<file path="config.mk">
export PLATFORM = sky130hd
export DESIGN_NAME = sram_ctl
export DESIGN_NICKNAME = d
export VERILOG_FILES = /design/src/rtl/sram_ctl_pkg.sv /design/src/rtl/sram_ctl_timer.sv /design/src/rtl/sram_ctl_seq.sv /design/src/rtl/sram_ctl_dpath.sv /design/src/rtl/sram_ctl.sv
export SDC_FILE = /design/constraint.sdc
export NUM_CORES = 1
export LEC_CHECK = 0
export BUFFER_PORTS_ARGS = -buffer_cell sky130_fd_sc_hd__buf_2
export CAP_MARGIN = 20
export CORE_AREA = 4 4 62 64
export CTS_CLUSTER_SIZE = 16
export DETAILED_ROUTE_END_ITERATION = 12
export DIE_AREA = 0 0 66 68
export PLACE_DENSITY = 0.8
export SLEW_MARGIN = 0
export SYNTH_ARGS = -nofsm -noshare
export SYNTH_HDL_FRONTEND = slang
export SYNTH_SLANG_ARGS = --single-unit
</file>
<file path="constraint.sdc">
create_clock -name clk -period 3.06 [get_ports clk]
set_input_delay 0.153 -clock clk [delete_from_list [all_inputs] [get_ports clk]]
set_output_delay 0.153 -clock clk [all_outputs]
set_load 0.005 [all_outputs]
</file>
<file path="src/rtl/sram_ctl_pkg.sv">
package sram_ctl_pkg;

  typedef enum logic [2:0] {
    PH_IDLE   = 3'd0,
    PH_WSETUP = 3'd1,
    PH_WFLOAT = 3'd2,
    PH_WDRIVE = 3'd3,
    PH_WHOLD  = 3'd4,
    PH_RWIN   = 3'd5
  } phase_e;

  typedef struct packed {
    logic ce_n;
    logic we_n;
    logic oe_n;
    logic drv;
  } pins_t;

  localparam pins_t PINS_QUIET = '{ce_n: 1'b1, we_n: 1'b1, oe_n: 1'b1, drv: 1'b0};

  function automatic pins_t pins_for(phase_e ph);
    pins_t p;
    p = PINS_QUIET;
    case (ph)
      PH_WSETUP: p.ce_n = 1'b0;
      PH_WFLOAT: begin p.ce_n = 1'b0; p.we_n = 1'b0; end
      PH_WDRIVE: begin p.ce_n = 1'b0; p.we_n = 1'b0; p.drv = 1'b1; end
      PH_WHOLD:  begin p.ce_n = 1'b0; p.drv = 1'b1; end
      PH_RWIN:   begin p.ce_n = 1'b0; p.oe_n = 1'b0; end
      default:   p = PINS_QUIET;
    endcase
    return p;
  endfunction

  function automatic int max2(int a, int b);
    return (a > b) ? a : b;
  endfunction

endpackage

</file>
<file path="src/rtl/sram_ctl_timer.sv">
module sram_ctl_timer #(
  parameter int CW = 4
) (
  input  logic          clk,
  input  logic          rst_n,
  input  logic          load,
  input  logic [CW-1:0] load_val,
  output logic          zero
);

  logic [CW-1:0] cnt_q;
  logic [CW-1:0] cnt_d;
  logic          cnt_en;

  always_comb begin
    cnt_en = 1'b0;
    cnt_d  = cnt_q;
    if (load) begin
      cnt_en = 1'b1;
      cnt_d  = load_val;
    end else if (cnt_q != '0) begin
      cnt_en = 1'b1;
      cnt_d  = cnt_q - 1'b1;
    end
  end

  always_ff @(posedge clk or negedge rst_n) begin
    if (!rst_n)      cnt_q <= '0;
    else if (cnt_en) cnt_q <= cnt_d;
  end

  assign zero = (cnt_q == '0);

endmodule

</file>
<file path="src/rtl/sram_ctl_seq.sv">
module sram_ctl_seq
  import sram_ctl_pkg::*;
#(
  parameter int T_SETUP_CYC = 1,
  parameter int T_HIZ_CYC   = 1,
  parameter int T_WE_CYC    = 2,
  parameter int T_HOLD_CYC  = 1,
  parameter int T_RD_CYC    = 2,
  parameter int CW          = 4
) (
  input  logic          clk,
  input  logic          rst_n,
  input  logic          req,
  input  logic          req_wr,
  input  logic          tmr_zero,
  output logic          tmr_load,
  output logic [CW-1:0] tmr_val,
  output logic          accept,
  output logic          rd_done,
  output logic          busy,
  output logic          ce_n,
  output logic          we_n,
  output logic          oe_n,
  output logic          drv
);

  localparam logic [CW-1:0] LEN_SETUP = CW'(T_SETUP_CYC - 1);
  localparam logic [CW-1:0] LEN_FLOAT = CW'(T_HIZ_CYC - 1);
  localparam logic [CW-1:0] LEN_DRIVE = CW'(T_WE_CYC - T_HIZ_CYC - 1);
  localparam logic [CW-1:0] LEN_HOLD  = CW'(T_HOLD_CYC - 1);
  localparam logic [CW-1:0] LEN_RD    = CW'(T_RD_CYC - 1);

  phase_e ph_q, ph_d;
  pins_t  pins_q;
  logic   busy_q;

  // next-phase logic
  always_comb begin
    ph_d     = ph_q;
    tmr_load = 1'b0;
    tmr_val  = '0;
    accept   = 1'b0;
    rd_done  = 1'b0;
    case (ph_q)
      PH_IDLE: begin
        if (req) begin
          accept   = 1'b1;
          tmr_load = 1'b1;
          if (req_wr) begin
            ph_d    = PH_WSETUP;
            tmr_val = LEN_SETUP;
          end else begin
            ph_d    = PH_RWIN;
            tmr_val = LEN_RD;
          end
        end
      end
      PH_WSETUP: begin
        if (tmr_zero) begin
          ph_d     = PH_WFLOAT;
          tmr_load = 1'b1;
          tmr_val  = LEN_FLOAT;
        end
      end
      PH_WFLOAT: begin
        if (tmr_zero) begin
          ph_d     = PH_WDRIVE;
          tmr_load = 1'b1;
          tmr_val  = LEN_DRIVE;
        end
      end
      PH_WDRIVE: begin
        if (tmr_zero) begin
          ph_d     = PH_WHOLD;
          tmr_load = 1'b1;
          tmr_val  = LEN_HOLD;
        end
      end
      PH_WHOLD: begin
        if (tmr_zero) ph_d = PH_IDLE;
      end
      PH_RWIN: begin
        if (tmr_zero) begin
          ph_d    = PH_IDLE;
          rd_done = 1'b1;
        end
      end
      default: ph_d = PH_IDLE;
    endcase
  end

  // registers: pins come straight from flops so they never glitch
  always_ff @(posedge clk or negedge rst_n) begin
    if (!rst_n) begin
      ph_q   <= PH_IDLE;
      pins_q <= PINS_QUIET;
      busy_q <= 1'b0;
    end else begin
      ph_q   <= ph_d;
      pins_q <= pins_for(ph_d);
      busy_q <= (ph_d != PH_IDLE);
    end
  end

  assign busy = busy_q;
  assign ce_n = pins_q.ce_n;
  assign we_n = pins_q.we_n;
  assign oe_n = pins_q.oe_n;
  assign drv  = pins_q.drv;

  AST_QUIET_WHEN_FREE: assert property (@(posedge clk) disable iff (!rst_n)
    !busy |-> (ce_n && we_n && oe_n && !drv));
  AST_WE_NEEDS_CE_OE: assert property (@(posedge clk) disable iff (!rst_n)
    !we_n |-> (!ce_n && oe_n));
  AST_DRV_NO_FIGHT: assert property (@(posedge clk) disable iff (!rst_n)
    drv |-> (!ce_n && oe_n));
  AST_DRV_AFTER_FLOAT: assert property (@(posedge clk) disable iff (!rst_n)
    $rose(drv) |-> (!we_n && $past(!we_n)));
  AST_DATA_HELD: assert property (@(posedge clk) disable iff (!rst_n)
    ($rose(we_n) && !ce_n) |-> drv);
  AST_DRV_OFF_WITH_CE: assert property (@(posedge clk) disable iff (!rst_n)
    $fell(drv) |-> ce_n);
  AST_READ_WE_HIGH: assert property (@(posedge clk) disable iff (!rst_n)
    !oe_n |-> (!ce_n && we_n));
  AST_ACCEPT_SETS_BUSY: assert property (@(posedge clk) disable iff (!rst_n)
    (req && !busy) |=> busy);

endmodule

</file>
<file path="src/rtl/sram_ctl_dpath.sv">
module sram_ctl_dpath #(
  parameter int AW = 15,
  parameter int DW = 8
) (
  input  logic          clk,
  input  logic          rst_n,
  input  logic          accept,
  input  logic [AW-1:0] req_addr,
  input  logic [DW-1:0] req_wdata,
  input  logic          rd_done,
  input  logic [DW-1:0] mem_din,
  output logic [AW-1:0] addr_q,
  output logic [DW-1:0] wdata_q,
  output logic [DW-1:0] rdata_q,
  output logic          rvalid_q
);

  logic [AW-1:0] addr_d;
  logic [DW-1:0] wdata_d;
  logic [DW-1:0] rdata_d;
  logic          cap_en;
  logic          smp_en;

  always_comb begin
    cap_en  = accept;
    smp_en  = rd_done;
    addr_d  = req_addr;
    wdata_d = req_wdata;
    rdata_d = mem_din;
  end

  always_ff @(posedge clk or negedge rst_n) begin
    if (!rst_n) begin
      addr_q  <= '0;
      wdata_q <= '0;
    end else if (cap_en) begin
      addr_q  <= addr_d;
      wdata_q <= wdata_d;
    end
  end

  always_ff @(posedge clk or negedge rst_n) begin
    if (!rst_n)      rdata_q <= '0;
    else if (smp_en) rdata_q <= rdata_d;
  end

  always_ff @(posedge clk or negedge rst_n) begin
    if (!rst_n) rvalid_q <= 1'b0;
    else        rvalid_q <= smp_en;
  end

  AST_RVALID_PULSE: assert property (@(posedge clk) disable iff (!rst_n)
    rvalid_q |=> !rvalid_q);

endmodule

</file>
<file path="src/rtl/sram_ctl.sv">
module sram_ctl
  import sram_ctl_pkg::*;
#(
  parameter int AW          = 15,
  parameter int DW          = 8,
  parameter int T_SETUP_CYC = 1,
  parameter int T_HIZ_CYC   = 1,
  parameter int T_WE_CYC    = 2,
  parameter int T_HOLD_CYC  = 1,
  parameter int T_RD_CYC    = 2
) (
  input  logic          clk,
  input  logic          rst_n,
  input  logic          req,
  input  logic          req_wr,
  input  logic [AW-1:0] req_addr,
  input  logic [DW-1:0] req_wdata,
  output logic          busy,
  output logic          rd_valid,
  output logic [DW-1:0] rd_data,
  output logic          mem_ce_n,
  output logic          mem_we_n,
  output logic          mem_oe_n,
  output logic [AW-1:0] mem_addr,
  output logic [DW-1:0] mem_dout,
  output logic          mem_dout_en,
  input  logic [DW-1:0] mem_din
);

  localparam int TMAX = max2(max2(T_SETUP_CYC, T_WE_CYC), max2(T_HOLD_CYC, T_RD_CYC));
  localparam int CW   = (TMAX < 2) ? 1 : $clog2(TMAX);

  logic          tmr_load;
  logic [CW-1:0] tmr_val;
  logic          tmr_zero;
  logic          accept;
  logic          rd_done;

  sram_ctl_timer #(.CW(CW)) u_timer (
    .clk      (clk),
    .rst_n    (rst_n),
    .load     (tmr_load),
    .load_val (tmr_val),
    .zero     (tmr_zero)
  );

  sram_ctl_seq #(
    .T_SETUP_CYC (T_SETUP_CYC),
    .T_HIZ_CYC   (T_HIZ_CYC),
    .T_WE_CYC    (T_WE_CYC),
    .T_HOLD_CYC  (T_HOLD_CYC),
    .T_RD_CYC    (T_RD_CYC),
    .CW          (CW)
  ) u_seq (
    .clk      (clk),
    .rst_n    (rst_n),
    .req      (req),
    .req_wr   (req_wr),
    .tmr_zero (tmr_zero),
    .tmr_load (tmr_load),
    .tmr_val  (tmr_val),
    .accept   (accept),
    .rd_done  (rd_done),
    .busy     (busy),
    .ce_n     (mem_ce_n),
    .we_n     (mem_we_n),
    .oe_n     (mem_oe_n),
    .drv      (mem_dout_en)
  );

  sram_ctl_dpath #(.AW(AW), .DW(DW)) u_dpath (
    .clk       (clk),
    .rst_n     (rst_n),
    .accept    (accept),
    .req_addr  (req_addr),
    .req_wdata (req_wdata),
    .rd_done   (rd_done),
    .mem_din   (mem_din),
    .addr_q    (mem_addr),
    .wdata_q   (mem_dout),
    .rdata_q   (rd_data),
    .rvalid_q  (rd_valid)
  );

  AST_ADDR_STEADY: assert property (@(posedge clk) disable iff (!rst_n)
    (!mem_ce_n && $past(!mem_ce_n)) |-> $stable(mem_addr));
  AST_DATA_STEADY: assert property (@(posedge clk) disable iff (!rst_n)
    (mem_dout_en && $past(mem_dout_en)) |-> $stable(mem_dout));
  AST_VALID_ENDS_BUSY: assert property (@(posedge clk) disable iff (!rst_n)
    rd_valid |-> (!busy && $past(busy)));

endmodule

</file>
Yosys cells after proc, flatten, opt, wreduce, memory -nomap -nowiden. Index checks and enable logic that the tools add are counted.

Equality and inequality tests: 10. Add/subtract/negate cells: 1. Bitwise logic cells: 0. Divide/modulo/power cells: 0. Reduce and logical (&&, ||, !) cells: 7. Shift operators: 0. Magnitude comparators: 0. Multiplexer cells: 23. Multiply operators: 0.

Operator list (number): $mux W3 (6); $mux W1 (15); $pmux W3 S5 (1); $eq A3 B2 Y1 const B (4); $eq A3 B3 Y1 const B (4); $eq A3 B1 Y1 const B (2); $reduce_or A2 Y1 (3); $reduce_or A5 Y1 (1); $logic_not A3 Y1 (1); $reduce_bool A3 Y1 (1); $reduce_or A3 Y1 (1); $pmux W1 S2 (1); $sub A1 B1 Y1 const B (1).

Memories kept: 0. RAM bits: 0. Bits in registers: 41. Bits in latches: 0. Logic and storage cells: 52. Input port bits: 35. Memory bits (read-only): 0. Output and inout bits: 37.

Depth between registers and ports, before layout. Gate-level depths: netlist of the first run.

Depth in word-level cells: 6. Depth in mapped cells: 4. Gate-level depth less buffers: 3.

Hierarchy. A second synthesis of the first run with hierarchy kept.

Cells, all modules: 109. Area, all modules: 1637.8 um^2.

By module, submodules not included: sram_ctl_dpath (cells each 66, sequential area each 800.8 um^2, times used 1, area an instance 1177.4 um^2); sram_ctl_seq (cells each 40, sequential area each 203.9 um^2, times used 1, area an instance 425.4 um^2); sram_ctl_timer (cells each 3, sequential area each 25.0 um^2, times used 1, area an instance 35.0 um^2).

Least setup slack after synthesis of the first run. Ideal clock, no wire load.

Path kind: register to register. From: register u_seq.ph_q[2]. To: register u_dpath.addr_q[0]. Cell stages (with the launch flop): 5. Buffers on the path: 1. Arrival: 1.308 ns. Setup time: 0.125 ns. Path slack: 1.627 ns. Clock period less this slack: 1.433 ns. Data required time: 2.935 ns. Cells stage by stage: dfrtp_1 nand2b_1 nor3_2 buf_4 mux2_2.

Longest elaborated chain between the ends: 2.

Ends and longest elaborated chain: start: declaration (line sram_ctl_seq.sv:33) `phase_e ph_q, ph_d;`; start signal: assignment (line sram_ctl_seq.sv:99) `ph_q <= ph_d;`; $logic_not A3 Y1 (line sram_ctl_seq.sv:44) `case (ph_q)`; $mux W1 (line sram_ctl_seq.sv:44); end signal: assignment (line sram_ctl_dpath.sv:37) `addr_q <= addr_d;`; end: declaration (line sram_ctl_dpath.sv:12) `output logic [AW-1:0] addr_q,`.

Every way passes these cells. A chain may end at the register's enable or synchronous reset.

Worst setup path after layout of the first run.
From: register u_seq.ph_q[2]. To: register u_dpath.addr_q[9].

Same word-level chain as after synthesis.

==> impl_metrics.yaml, run 1 <==
place:
  port_buffers: 71
  hpwlAfterDp_mm: 2.443
  place.gp.congestion: 0.6857
setup_path:
  cp_max_fo: 23
  r2r_cells: 4
  r2r_start: "u_seq.ph_q[2]$_DFF_PN0_"
  crit_type: "flop to flop"
  path_cells: "nand2b_1, nor3_2, buf_4, mux2_2"
  crit_buf_inv: 1
  critPathRequiredTime_ns: 3.30
  timing.rr.end: "u_dpath.addr_q[9]$_DFFE_PN0P_"
  worst-endpoint-arrival_ns: 1.91
  path_delay_family: "flip-flops"
  crit_path_top_delay_cell: "dfrtp_1"
  end_kind: "flop"
  r2r_slack_ns: 1.38
  critPathLaunchType: "flop"
  slowest_delay_ns: 0.50
finish:
  area_growth_pct: 30.81
  antenna_cells: 0
  fin_util: 0.6259
  final_common_cell: "buf_2"
  layout_common_cells: "buf_2 (71), dfrtp_1 (38), mux2_2 (30), clkbuf_4 (5)"
  drive_gt1_frac: 0.6610
  nets: 211
  fill_cells: 246
run:
  drv_cap: 0
power:
  p_sw_frac: 0.2949
  p_switching_mw: 0.6067
  clkPwrFrac: 0.177
  p_comb_frac: 0.353
  leakagePower_nw: 0.9988
  p_int_mw: 1.451
  vdd_drop_max_uv: 389.2
  p_seq_frac: 0.469
  power_mw: 2.058
  power_density_nw_per_um2: 1001
grt:
  grt_max_degree: 42
  grt-ovfl-total: 0
  grt_pass1_wl_mm: 4.885
  grt_pass1_vias: 1057
  grtUsageTotal: 0.1514
  antenna_found_initial: 0
synthesis:
  synth_cell_types: 28
  ys_seq_area_frac: 0.6553
  synth_seq_cells: 41
  synthArstFlopShare: 1.000
  yosys_warnings: 0
  syn_area_um2: 1572
  synth_edf_count: 0
  synth_nets: 136
  ys.flop_type: "dfrtp_1"
  avgSynthCellArea_um2: 15.56
  synth_cells: 101
timing:
  slew_headroom: 0.4346
  fin_crit_ns: 1.679
  tightest_slew_ns: 0.8481
  report.final.slew_viol_count: 0
  tns_ns: 0
  fmax_mhz: 595.5
  final.period_utilization: 0.5488
  finalSetupViolCount: 0
  skew_ns: 0.01676
  final-hold-violation-count: 0
  rsz0062_at_grt: "no"
drt:
  drtIter0Drc: 43
  ant_nets: 0
  route.detailed.wl_per_inst_um: 14.19
  num_vias: 1059
  dr.pass1.iters: 4
  drc: 0
  routed_via_density: 4.749
  routed_wl_mm: 3.165
clock_network:
  cts_setup_buffers: 0
  cts_sinks: 41
  cts_root_buffer: "clkbuf_4"
  htreeDepth: 2
  worstSkewPairLatency_ns: 0.36
  cts_buffers: 5
  cts_resized: 0
  clk_pin_slew_ns: 0.12
  cts_tree: "yes"
  cts_hold_buffers: 1
  cts_buffer_depth: 2
floorplan:
  die_h_um: 68
  fp.coreArea_um2: 3284
  start_util: 0.4785
  fp.dieW_um: 66
  ios: 72
  dieArea_um2: 4488
  rows: 21
min_path:
  hold_start: "mem_din[7]"
  hold_path_end: "u_dpath.rdata_q[7]$_DFFE_PN0P_"
  min_path_cells: 2
  holdCritPathClass: "input pin to flop"
status:
  status: "complete, no violations"
## synth_stat cells, types with 2 or more instances
master / count / share of area
mux2_2: 30 / 0.21
buf_4: 3 / 0.014
dfstp_2: 3 / 0.050
dfrtp_1: 38 / 0.61
nor2_1: 3 / 0.0072
or2_2: 2 / 0.0080
## cells by family after synthesis
| logic type | after synthesis | synth area share |
|---|---|---|
| simple gates | 16 | 0.06449 |
| buf+inv | 5 | 0.01990 |
| xor+xnor | 1 | 0.005574 |
| flops | 41 | 0.6553 |
| compound gates | 7 | 0.03265 |
| mux | 31 | 0.2221 |
## how the worst max path moves through the flow
stage | startpoint | cells after the start | end | slack [ns]
after floorplan | u_seq.ph_q[2]$_DFF_PN0_ | 4 | u_dpath.addr_q[0]$_DFFE_PN0P_ | 1.63
after global placement | u_seq.ph_q[2]$_DFF_PN0_ | 4 | u_dpath.wdata_q[2]$_DFFE_PN0P_ | 1.52
after detailed placement | u_seq.ph_q[2]$_DFF_PN0_ | 4 | u_dpath.wdata_q[0]$_DFFE_PN0P_ | 1.43
after CTS | u_seq.ph_q[2]$_DFF_PN0_ | 4 | u_dpath.wdata_q[0]$_DFFE_PN0P_ | 1.37
after global routing | u_seq.ph_q[2]$_DFF_PN0_ | 4 | u_dpath.wdata_q[0]$_DFFE_PN0P_ | 1.26
final | u_seq.ph_q[2]$_DFF_PN0_ | 4 | u_dpath.addr_q[9]$_DFFE_PN0P_ | 1.38
## through the flow
step	hold WS, ns	instance area [um2]	setup WS, ns	instances
2_1_floorplan	-0.1426	1572	1.627	101
3_3_place_gp	0.2925	1961	1.518	214
3_5_place_dp	0.3109	1961	1.432	214
4_1_cts	0.01677	2056	1.373	223
5_1_grt	0.0003014	2056	1.256	223
6_report	0.01868	2056	1.381	223
## state kept, by name (all words and copies together) (netlist names)
register,flops
u_seq.we_n,1
u_seq.ce_n,1
u_seq.ph_q,3
u_dpath.rdata_q,8
u_dpath.addr_q,15
u_seq.drv,1
u_seq.oe_n,1
u_dpath.wdata_q,8
u_timer.cnt_q,1
u_seq.busy,1
u_dpath.rvalid_q,1
## layout make-up
cell class,count,area [um2],area share
clock buffer,7,55.05,0.02678
clock inverter,1,30.03,0.01461
multi-input combinational,55,510.5,0.2483
sequential,41,1030,0.5009
tap,46,57.56,0.02800
timing repair buffer,73,372.9,0.1814
## layer usage
| metal | global-route usage | part of all wire | up-vias |
|---|---|---|---|
| met5 | 0 | 0 | - |
| met1 | 0.1643 | 0.37 | 517 |
| met2 | 0.2653 | 0.53 | 38 |
| met3 | 0.03612 | 0.076 | 4 |
| li1 | - | - | 500 |
| met4 | 0.09898 | 0.020 | 0 |
## worst reg2reg max path, delay by kind of cell, from the launching register on
kind | cells | cell delay, ns
flip-flops | 1 | 0.50
multiplexers | 1 | 0.38
buffers and inverters | 1 | 0.31
AND/OR/NAND/NOR | 2 | 0.37
## power by group through the flow
stage	Clock, mW	Sequential, mW	Combinational [mW]
after floorplan	0	0.971	0.411
after global placement	0	0.960	0.716
after detailed placement	0	0.982	0.745
after CTS	0.371	0.968	0.747
after global routing	0.393	1.01	0.800
final	0.364	0.966	0.727
Power figures use the tool's default switching activity.
==> run 2, diff against run 1 <==
Settings changed: CORE_AREA 4 4 62 64 to 4 4 67 69, DIE_AREA 0 0 66 68 to 0 0 71 73, PLACE_DENSITY 0.8 to 0.72.
Clock period 3.06 ns to 1.5 ns, I/O delays scaled along.
==> impl_metrics.yaml, run 2 (synthesis gave the netlist of run 1 again) <==
finish:
  fin_util: 0.5604
  drive_gt1_frac: 0.6865
  final_common_cell: "buf_2"
  nets: 219
  largest_register: "u_dpath.addr_q"
  antenna_cells: 0
  layout_common_cells: "buf_2 (71), dfrtp_1 (38), mux2_2 (30), clkbuf_8 (5), buf_4 (5)"
  layout.cells.non_filler: 235
  area_growth_pct: 39.57
  largest_reg_flops: 15
  top_regs: "u_dpath.addr_q: 15 flops, u_dpath.rdata_q: 8 flops, u_dpath.wdata_q: 8 flops"
  fill_cells: 348
grt:
  grt_pass1_vias: 1220
  grt_max_degree: 42
  grt_pass1_wl_mm: 5.368
  grtUsageTotal: 0.1313
  grt-ovfl-total: 0
  antenna_found_initial: 0
setup_path:
  timing.rr.end: "u_dpath.wdata_q[0]$_DFFE_PN0P_"
  path_cells: "nand2b_4, nor3_4, buf_12, clkbuf_16, mux2_2"
  worst-endpoint-arrival_ns: 1.62
  r2r_slack_ns: 0.05
  cp_max_fo: 11
  crit_path_top_delay_cell: "dfrtp_1"
  r2r_start: "u_seq.ph_q[2]$_DFF_PN0_"
  path_delay_family: "flip-flops"
  crit_type: "flop to flop"
  critPathRequiredTime_ns: 1.67
  crit_buf_inv: 2
  critPathLaunchType: "flop"
  end_kind: "flop"
  r2r_cells: 5
  slowest_delay_ns: 0.39
drt:
  drtIter0Drc: 40
  num_vias: 1117
  wl_met3_um: 209
  wl_met2_mm: 1.928
  route.detailed.wl_per_inst_um: 14.67
  dr.pass1.iters: 4
  routed_via_density: 4.753
  routed_wl_mm: 3.448
  drc: 0
  dr.max_layer_used: "met4"
  ant_nets: 0
  met1_length_mm: 1.296
place:
  place.gp.congestion: 0.7284
  hpwlAfterDp_mm: 2.402
  dp_slack_ns: -0.05165
  port_buffers: 71
  dp.cells: 223
clock_network:
  cts_buffer_depth: 2
  cts_buffers: 5
  htreeDepth: 2
  cts_tree: "yes"
  cts_sinks: 41
  worstSkewPairLatency_ns: 0.28
  clk_pin_slew_ns: 0.07
  cts_root_buffer: "clkbuf_8"
floorplan:
  dieArea_um2: 5183
  die_h_um: 73
  fp.dieW_um: 71
  start_util: 0.4015
  rows: 23
  ios: 72
  fp.coreArea_um2: 3914
power:
  leakagePower_nw: 1.061
  vdd_drop_max_uv: 890.4
  power_density_nw_per_um2: 2000
run:
  drv_cap: 0
timing:
  final.period_utilization: 0.9687
  slew_headroom: 0.6683
  fin_crit_ns: 1.453
  skew_ns: 0.008091
  report.final.slew_viol_count: 0
  worst_slack_ns: 0.04695
  finalSetupViolCount: 0
  final-hold-violation-count: 0
  tightest_slew_ns: 0.4975
  fmax_mhz: 688.2
min_path:
  holdCritPathClass: "input pin to flop"
  hold_start: "req_wdata[4]"
  min_path_cells: 2
  hold_path_end: "u_dpath.wdata_q[4]$_DFFE_PN0P_"
status:
  status: "complete, no violations"
-- run 2: area by class of cell --
class	count	area, um2	share of cell area
Clock buffer	6	72.57	0.03309
Clock inverter	2	10.01	0.004564
Multi-Input combinational cell	55	525.5	0.2396
Sequential cell	41	1030	0.4695
Tap cell	50	62.56	0.02852
Timing Repair Buffer	81	493.0	0.2248
-- run 2: worst max-delay path by stage --
stage | from | endpoint | slack, ns | depth (start not counted)
5_1_grt | u_seq.ph_q[2]$_DFF_PN0_ | u_dpath.wdata_q[4]$_DFFE_PN0P_ | -0.02 | 5
2_1_floorplan | u_seq.ph_q[2]$_DFF_PN0_ | u_dpath.addr_q[0]$_DFFE_PN0P_ | 0.07 | 4
3_3_place_gp | u_timer.cnt_q$_DFFE_PN0P_ | u_dpath.rdata_q[2]$_DFFE_PN0P_ | 0.01 | 3
3_5_place_dp | u_timer.cnt_q$_DFFE_PN0P_ | u_dpath.rdata_q[1]$_DFFE_PN0P_ | -0.05 | 3
4_1_cts | u_seq.ph_q[2]$_DFF_PN0_ | u_dpath.wdata_q[6]$_DFFE_PN0P_ | 0.06 | 4
6_report | u_seq.ph_q[2]$_DFF_PN0_ | u_dpath.wdata_q[0]$_DFFE_PN0P_ | 0.05 | 5
-- run 2: timing repair --
| item | CTS | global route |
|---|---|---|
| gates cloned | 0 | 2 |
| setup endpoints to repair | 8 | 18 |
| resized for setup | 1 | 2 |
| hold buffers | 1 | 0 |
| endpoints found under the hold margin | 38 | 0 |
| setup buffers | 0 | 1 |
-- run 2: metal layers --
layer | GRT usage | vias to the layer above
met5 | 0 | -
met2 | 0.2503 | 46
met3 | 0.05096 | 2
met4 | 0.03132 | 0
met1 | 0.1345 | 551
li1 | - | 518
-- run 2: power by group --
part	switching (mW)	internal, mW
clock	0.343	0.322
combinational	0.720	1.10
sequential	0.245	1.66
total	1.31	3.08
-- run 2: metrics by stage --
step | area, um2 | hold WS [ns] | setup TNS, ns | power [mW]
CTS | 2116 | 0.008511 | 0 | 4.305
detailed placement | 2022 | 0.1623 | -0.3649 | 3.616
global placement | 2022 | 0.1448 | 0 | 3.519
floorplan | 1572 | -0.2206 | 0 | 2.820
finish | 2193 | 0.01745 | 0 | 4.386
global route | 2193 | 0.009173 | -0.1146 | 4.700
